==> src/rtl/cmp_match_timer.sv <==
module cmp_match_timer #(
  parameter int CNT_W  = 16,
  parameter int ADDR_W = 2
) (
  input  logic                 clk,
  input  logic                 rst_n,
  input  logic                 count_en,
  input  logic                 wr_en,
  input  logic [ADDR_W-1:0]    wr_addr,
  input  logic [CNT_W/8-1:0]   wr_be,
  input  logic [CNT_W-1:0]     wr_data,
  input  logic                 rd_en,
  input  logic [ADDR_W-1:0]    rd_addr,
  output logic [CNT_W-1:0]     rd_data,
  output logic                 irq
);
  localparam int NB = CNT_W / 8;
  localparam int START_BIT = 0;
  localparam int IE_BIT    = 6;
  localparam int FLAG_BIT  = 7;
  localparam logic [ADDR_W-1:0] A_CSR = ADDR_W'(0);
  localparam logic [ADDR_W-1:0] A_CNT = ADDR_W'(1);
  localparam logic [ADDR_W-1:0] A_CMP = ADDR_W'(2);

  logic [CNT_W-1:0] cnt_q, cmp_q, cnt_nx, cnt_lane, cmp_lane;
  logic start_q, ie_q, flag_q, armed_q, flag_nx;

  wire hit_cnt  = wr_en && (wr_addr == A_CNT) && (|wr_be);
  wire hit_cmp  = wr_en && (wr_addr == A_CMP) && (|wr_be);
  wire hit_csr  = wr_en && (wr_addr == A_CSR) && wr_be[0];
  wire match    = (cnt_q == cmp_q);
  wire run      = start_q && count_en;
  wire flag_clr = hit_csr && !wr_data[FLAG_BIT] && armed_q;

  genvar i;
  generate
    for (i = 0; i < NB; i++) begin : g_lane
      assign cnt_lane[8*i +: 8] = wr_be[i] ? wr_data[8*i +: 8] : cnt_q[8*i +: 8];
      assign cmp_lane[8*i +: 8] = wr_be[i] ? wr_data[8*i +: 8] : cmp_q[8*i +: 8];
    end
  endgenerate

  always_comb begin
    if (hit_cnt)    cnt_nx = cnt_lane;
    else if (match) cnt_nx = '0;
    else if (run)   cnt_nx = cnt_q + CNT_W'(1);
    else            cnt_nx = cnt_q;
  end

  assign flag_nx = match || (flag_q && !flag_clr);

  always_ff @(posedge clk or negedge rst_n) begin
    if (!rst_n) begin
      cnt_q   <= '0;
      cmp_q   <= '1;
      start_q <= 1'b0;
      ie_q    <= 1'b0;
      flag_q  <= 1'b0;
      armed_q <= 1'b0;
    end else begin
      cnt_q  <= cnt_nx;
      flag_q <= flag_nx;
      if (hit_cmp) cmp_q <= cmp_lane;
      if (hit_csr) begin
        start_q <= wr_data[START_BIT];
        ie_q    <= wr_data[IE_BIT];
      end
      if (!flag_nx)
        armed_q <= 1'b0;
      else if (rd_en && (rd_addr == A_CSR) && flag_q)
        armed_q <= 1'b1;
    end
  end

  always_comb begin
    rd_data = '0;
    case (rd_addr)
      A_CSR: begin
        rd_data[START_BIT] = start_q;
        rd_data[IE_BIT]    = ie_q;
        rd_data[FLAG_BIT]  = flag_q;
      end
      A_CNT:   rd_data = cnt_q;
      A_CMP:   rd_data = cmp_q;
      default: rd_data = '0;
    endcase
  end

  assign irq = flag_q && ie_q;
endmodule


==> config.mk <==
export PLATFORM = sky130hd
export DESIGN_NAME = cmp_match_timer
export DESIGN_NICKNAME = d
export VERILOG_FILES = /design/src/rtl/cmp_match_timer.sv
export SDC_FILE = /design/constraint.sdc
export NUM_CORES = 1
export LEC_CHECK = 0
export BUFFER_PORTS_ARGS = -buffer_cell sky130_fd_sc_hd__buf_2
export CAP_MARGIN = 20
export CORE_MARGIN = 4
export CORE_UTILIZATION = 50
export CTS_CLUSTER_DIAMETER = 150
export CTS_CLUSTER_SIZE = 12
export DETAILED_ROUTE_END_ITERATION = 10
export HOLD_SLACK_MARGIN = 0.05
export PLACE_DENSITY = 0.77
export SLEW_MARGIN = 20
export SYNTH_ARGS = -nofsm -noshare
export SYNTH_HDL_FRONTEND = slang
export SYNTH_SLANG_ARGS = --single-unit
==> constraint.sdc <==
create_clock -name clk -period 2.1 [get_ports clk]
set_input_delay 0.42 -clock clk [delete_from_list [all_inputs] [get_ports clk]]
set_output_delay 0.42 -clock clk [all_outputs]
set_load 0.01 [all_outputs]
; Yosys cells after proc, flatten, opt, wreduce, memory -nomap -nowiden
; Cells that the tools add are included.
; Widths: inputs -> output; s select.
[totals]
regBits = 36
inputBits = 27
out_inout_bits = 17
[op_classes]
add_sub_neg = 1
n_eq_ne = 8
muxes = 11
n_reduce_logical = 24
[op_table]
columns = operator, count
row1 = $mux 16, 3
row2 = $add 16x1->16 const B, 1
row3 = $eq 16x16->1, 1
row4 = $mux 8, 2
row5 = $pmux 8 s2, 1
row6 = $logic_and 1x1->1, 13
row7 = $pmux 5 s2, 1
row8 = $reduce_and 2->1, 4
row9 = $pmux 2 s3, 1
row10 = $eq 2x1->1 const B, 2
row11 = $eq 2x2->1 const B, 2
row12 = $logic_not 2->1, 2
row13 = $ne 2x2->1 const B, 2
row14 = $pmux 1 s3, 1
row15 = $reduce_bool 3->1, 1
row16 = $logic_not 1->1, 2
row17 = $mux 1, 2
row18 = $ne 2x1->1 const B, 1
row19 = $reduce_or 2->1, 1
row20 = $logic_or 1x1->1, 1

; Longest topological paths before layout
; Gate-level depths: netlist (run 1).
[logic_depth]
ltp_word = 9
mapped_depth = 7
ltp_nobuf = 6

; Worst setup path before layout (run 1)
; OpenSTA, ideal clock, no wires.
[synth_timing]
path_kind = input to output
startpoint = input rd_addr[0]
endpoint = output rd_data[8]
arrival_time_ps = 1427
required_ps = 1680
slack_ps = 253
path_stages = 6
path_cell_list = inv_1 ha_1 clkbuf_1 clkbuf_1 a22oi_1 nor2b_1
[synth_between]
elab_chain_len = 2
elab_cells_between_ends = 3
classes_between = eq/ne (2) / mux (1)
[synth_lines]
columns = element, line_no
row1 = from (decl), 13  ; input logic [ADDR_W-1:0] rd_addr,
row2 = $eq 2x2->1 / $eq 2x1->1 (equally long branches), 77  ; case (rd_addr)
row3 = $pmux 8 s2 (*), 77
row4 = to (decl), 14  ; output logic [CNT_W-1:0] rd_data,
; Every way passes the cells marked *; elsewhere a longest branch is shown, timed or not.

; Worst setup path after layout (run 1)
[layout_timing]
startpoint = register cmp_q[5]
endpoint = register cnt_q[1]
[layout_between]
elab_chain_len = 3
elab_cells_between_ends = 5
classes_between = eq/ne (1) / mux (2) / reduce/logical (2)
[layout_lines]
columns = element, line_no
row1 = from (decl), 25  ; logic [CNT_W-1:0] cnt_q, cmp_q, cnt_nx, cnt_lane, cmp_lane;
row2 = from (signal assigned), 63  ; if (hit_cmp) cmp_q <= cmp_lane;
row3 = $eq 16x16->1 (*), 31  ; wire match = (cnt_q == cmp_q);
row4 = $reduce_bool 3->1 (no line) / $mux 16 (equally long branches), -
row5 = $reduce_and 2->1 (no line) / $mux 16 (equally long branches), -
row6 = to (signal assigned), 61  ; cnt_q <= cnt_nx;
row7 = to (decl), 25
; Marks and branches as above.
; A chain may end at the register's enable or synchronous reset.

==> flow_summary.yaml, run 1 <==
synth:
  synthCells: 251
  synth_top_cell_by_area: "dfrtp_1"
  ys_warn_count: 0
  synth_edf_count: 0
  synth_fp_nets: 283
  avgSynthCellArea_um2: 9.83
  synthAdderAreaFrac: 0.0254
  syn_area_um2: 2470
  synth_ff_type: "dfrtp_1"
  synthXorXnorAreaFrac: 0.0568
  synth-seq-cells: 36
  ys_top_cells_by_area: "dfrtp_1, dfstp_2, mux2_2"
  ys_async_sr_fraction: 1.00
  synthSimpleGateAreaFrac: 0.198
  ys_seq_area_frac: 0.373
  yosysUniqueCellTypes: 47
  synth_mux_area_frac: 0.0989
  synth_compound_area_frac: 0.200
  synth_top_family_by_area: "compound AO/OA/AOI/OAI gates"
  yosysTopAreaCellShare: 0.203
min_path:
  hp-class: "primary input to asynchronous set/reset pin"
clock_tree:
  cts_tree: "built"
  htreeDepth: 2
  post-cts-setup-buffers: 0
  path_clk_slew_ps: 80
  clk_latency_ps: 290
  cts_made_buffers: 5
  clock_path_buffers: 2
  cts.sink_count: 36
  ctsResizeCount: 0
  holdBufCountCts: 0
  cts-root-buf: "clkbuf_8"
routing:
  final_antenna_net_count: 0
  avgRoutedWirePerCell_um: 17.9
  drc_errors: 0
  dr.pass1.iters: 7
  vias_per_cell: 6.23
  drt_iter0_drc: 272
  finalWirelength_mm: 6.87
  vias: 2388
global_route:
  grt_max_degree: 37
  grt_pass1_vias: 2329
  gr-usage-all-layers: 0.233
  grt.met1_usage: 0.318
  grt_pass1_wl_mm: 11.4
  antenna_found_initial: 0
  grt_overflow_total: 0
  gr-max-usage-layer: "met2"
  use_met3: 0.0482
  grt_use_met2: 0.366
place:
  place_inst: 375
  dp_slack_ps: 113
  port_buffers: 43
  gp_congestion: 0.971
  dp_hpwl_mm: 5.15
floorplan:
  core_um2: 4750
  die_h_um: 78.2
  initial_core_util: 0.519
  pin_count: 44
  die_w_um: 78.2
  die_area_um2: 6120
  rows: 25
sta:
  setup_viol: 0
  worst_hold_slack_ps: 201
  worst_pin_slew_ps: 797
  fmax_ghz: 0.505
  slew_violations: 0
  finalCritPeriodShare: 0.943
  clock_skew_ps: 12.9
  fin_ws_ps: 119
  setup_tns_ps: 0
  hold_viol_final: 0
  final.min_clock_period_ps: 1980
  slew_headroom: 0.469
finish:
  fin_nets: 347
  syn_to_final_growth_pct: 23.0
  drive_gt1_frac: 0.396
  diodes: 0
  stdcell_count: 383
worst_setup_path:
  critical_path_class: "register to register"
  crit_required_ps: 2270
  crit_chain: "xor2_1 -> nor4_1 -> and4_4 -> buf_12 -> o21ai_1 -> mux2_4"
  cp_max_fo: 6
  slowest_stage: "dfstp_2"
  worst_setup_path_start_kind: "register"
  max_stage_delay_ps: 560
  crit_arrival_ps: 2150
  cp-end-kind: "register"
job:
  cap_viol_max_count: 0
power:
  power_density_nw_per_um2: 880
  p_leak_nw: 1.30
  vdd_ir_drop_max_mv: 0.428
status:
  status: "finished, final reports clean"
-- worst max-delay path: cells and delay by family (launching register included) --
kind	cells	cell delay, ps
AOI/OAI and AO/OA	1	70
xor gates and xnor gates	1	90
buffers and inverters	1	120
DFF	1	560
muxes	1	260
and+or+nand+nor	2	750
-- per-layer routing --
metal  wire length [um]  part of all wire
met2               3130              0.46
met1               2920              0.42
met3                625             0.091
met5                  0                 0
met4                202             0.029
-- cells by family (layout without fill, tap and decap cells) --
family          Yosys count  count (layout)
simple gates             88              88
compound gates           65              65
flops                    36              36
mux                      21              21
buf+inv                  20              85
xor+xnor                 16              16
fa+ha+maj                 5               5
-- per-stage QoR --
stage | power [mW] | util | instance area, um2
after floorplan | 1.67 | - | 2470
after global placement | 2.00 | 0.613 | 2910
after detailed placement | 2.03 | 0.613 | 2910
after CTS | 2.65 | 0.635 | 3020
after global routing | 2.83 | 0.638 | 3030
final | 2.67 | 0.638 | 3030
-- cell usage in the layout, fill, tap and decap left out, drive strengths merged, types with 2 or more instances in the layout --
cell    instances
and3            2
inv             6
a31oi           3
nand2          25
nor3            4
nand3           5
a22oi          21
nor2b          13
xor2           16
mux2           21
dfstp          16
buf            71
or4             2
nor2            8
o21ai          12
a222oi          3
nand4           7
nor4            9
o41a            2
dfrtp          20
and4            3
o31ai           4
and2            4
clkbuf          6
a21oi           3
o22ai          13
ha              5
-- cell type report --
cell class	instances	area, um2
Clock buffer	6	72.6
Clock inverter	2	35.0
Fill cell	430	1720
Inverter	6	22.5
Multi-Input combinational cell	195	1450
Sequential cell	36	921
Tap cell	67	83.8
Timing Repair Buffer	71	450
-- report_power, final --
part           leakage (nW)  total (mW)  switching, mW  internal, mW
clock network        0.0552       0.605          0.252         0.352
registers             0.424        1.09          0.173         0.921
logic                 0.821       0.971          0.500         0.471
total                  1.30        2.67          0.925          1.74
-- registers in the layout, summed over array words and instances, names as in the netlist --
| name | count |
|---|---|
| cnt_q | 16 |
| armed_q | 1 |
| start_q | 1 |
| flag_q | 1 |
| ie_q | 1 |
| cmp_q | 16 |
-- Yosys cell counts, drive strengths merged, types with 4 or more instances --
cell type,instances
inv,6
and2,4
nand2,25
o22ai,13
buf,6
nand3,5
a22oi,21
dfrtp,20
mux2,21
o21ai,12
nor2b,13
xor2,16
clkbuf,8
nor4,9
nor3,4
ha,5
nand4,7
dfstp,16
nor2,8
o31ai,4
-- path summary, 6_finish.rpt --
kind / from / to / slack [ps] / depth (start not counted)
worst max-delay path: cmp_q[5] / cnt_q[1] / 120 / 6
worst min-delay path: rst_n / start_q / 200 / 1
worst max register to register: cmp_q[5] / cnt_q[1] / 120 / 6
worst min register to register: ie_q / ie_q / 560 / 1
max in group asynchronous: rst_n / cnt_q[4] / 1370 / 1
min in group clk: wr_data[9] / cmp_q[9] / 370 / 2
Power figures use the tool's default switching activity.
==> run 2: changes to the inputs <==
clock period = 1.95 ns   (was 2.1 ns; I/O delays follow)
==> flow_summary.yaml, run 2 (synthesis gave the netlist of run 1 again) <==
status:
  status: "complete, but fails checks"
  violations: "negative setup slack"
clock_tree:
  clk_latency_ps: 290
  cts-root-buf: "clkbuf_8"
  clock_path_buffers: 2
  cts_made_buffers: 5
  cts.sink_count: 36
  htreeDepth: 2
  cts_tree: "built"
  path_clk_slew_ps: 70
  holdBufCountCts: 0
power:
  netSwitchingFraction: 0.354
  p_seq_frac: 0.390
  combPwrFrac: 0.423
  clock_power_share: 0.187
  p_int_mw: 1.90
  p_sw_mw: 1.04
  p_leak_nw: 1.39
  vdd_ir_drop_max_mv: 0.714
  power_density_nw_per_um2: 912
  total_power_mw: 2.94
floorplan:
  die_area_um2: 6120
  rows: 25
  core_um2: 4750
  die_w_um: 78.2
  die_h_um: 78.2
  pin_count: 44
  initial_core_util: 0.519
place:
  port_buffers: 43
  gp_congestion: 0.984
  place_area_um2: 3020
  dp_hpwl_mm: 5.22
worst_setup_path:
  max_stage_delay_ps: 550
  cp_max_fo: 7
  cp_top_family: "simple AND/OR/NAND/NOR gates"
  cp-end-kind: "register"
  crit_buf_inv: 1
  crit_required_ps: 2120
  crit_arrival_ps: 2170
  worst_setup_path_start_kind: "register"
  slowest_stage: "dfstp_2"
  crit_chain: "xor2_1 -> nor4_1 -> buf_4 -> and4_4 -> o22ai_4 -> mux2_4"
  critical_path_class: "register to register"
finish:
  fill_cells: 389
  multiInputGateArea_um2: 1530
  syn_to_final_growth_pct: 30.9
  utilization: 0.679
  final_common_cell: "buf_2"
  fin_nets: 362
  drive_gt1_frac: 0.465
  final_cell_mix: "buf_2, buf_4, nand2_1"
  finish.instance_area_um2: 3230
  diodes: 0
  seq_area_um2: 921
  largest_registers: "cmp_q (16), cnt_q (16)"
routing:
  dr.pass1.iters: 8
  vias: 2487
  drc_errors: 0
  avgRoutedWirePerCell_um: 18.6
  finalWirelength_mm: 7.41
  final_antenna_net_count: 0
  drt_iter0_drc: 340
  vias_per_cell: 6.25
sta:
  finalCritPeriodShare: 1.02
  fin_ws_ps: -44.1
  hold_viol_final: 0
  slew_violations: 0
  worst_pin_slew_ps: 477
  setup_viol: 13
  fmax_ghz: 0.501
  rsz0062_at_grt: "yes"
  slew_headroom: 0.682
  worst_hold_slack_ps: 144
  final.min_clock_period_ps: 1990
  clock_skew_ps: 5.06
min_path:
  hp-class: "primary input to asynchronous set/reset pin"
global_route:
  grt_pass1_wl_mm: 11.5
  antenna_found_initial: 0
  grt_pass1_vias: 2359
  grt_overflow_total: 0
  grt_max_degree: 37
  gr-usage-all-layers: 0.240
job:
  cap_viol_max_count: 0
-- run 2: area by class of cell --
cell class | instances | area share
inverter | 6 | 0.00697
multi-input combinational | 195 | 0.475
clock buffer | 8 | 0.0279
timing repair buffer | 86 | 0.179
sequential | 36 | 0.285
tap | 67 | 0.0260
-- run 2: final timing paths --
kind / depth (start not counted) / from / slack, ps / endpoint
max in group asynchronous: 2 / rst_n / 1450 / cmp_q[7]
max reg2reg: 6 / cmp_q[14] / -40 / cnt_q[0]
min in group clk: 2 / wr_data[13] / 350 / cmp_q[13]
max: 6 / cmp_q[14] / -40 / cnt_q[0]
min: 2 / rst_n / 140 / cnt_q[6]
min reg2reg: 1 / ie_q / 560 / ie_q
-- run 2: what timing repair did --
| action | CTS | global route |
|---|---|---|
| setup endpoints to repair | 11 | 18 |
| resized for setup | 3 | 19 |
| setup buffers | 1 | 0 |
| pin swaps | 2 | 16 |
-- run 2: power groups by stage --
stage / combinational [mW] / sequential (mW) / clock (mW)
6_report: 1.24 / 1.15 / 0.552
4_1_cts: 1.14 / 1.14 / 0.559
3_5_place_dp: 1.13 / 1.15 / 0
5_1_grt: 1.34 / 1.17 / 0.597
3_3_place_gp: 1.10 / 1.14 / 0
2_1_floorplan: 0.636 / 1.16 / 0
-- run 2: layer usage --
| metal | global-route usage | vias to the layer above | wire length (um) |
|---|---|---|---|
| li1 | - | 1110 | - |
| met1 | 0.329 | 1181 | 3030 |
| met2 | 0.381 | 160 | 3480 |
| met3 | 0.0436 | 36 | 649 |
| met4 | 0.0839 | 0 | 247 |
| met5 | 0 | - | 0 |
-- run 2: metrics by stage --
step	setup WS [ps]	TNS, ps	std cells
6_report	-44.1	-307	398
5_1_grt	-87.4	-952	398
4_1_cts	1.45	0	398
3_5_place_dp	-3.27	-5.41	389
3_3_place_gp	21.7	0	389
2_1_floorplan	162	0	251
-- run 2: worst register-to-register path: stages, from the launching register on --
cell and delay [ps]:
dfstp_2 550, xor2_1 70, nor4_1 320, buf_4 180, and4_4 310, o22ai_4 130, mux2_4 310
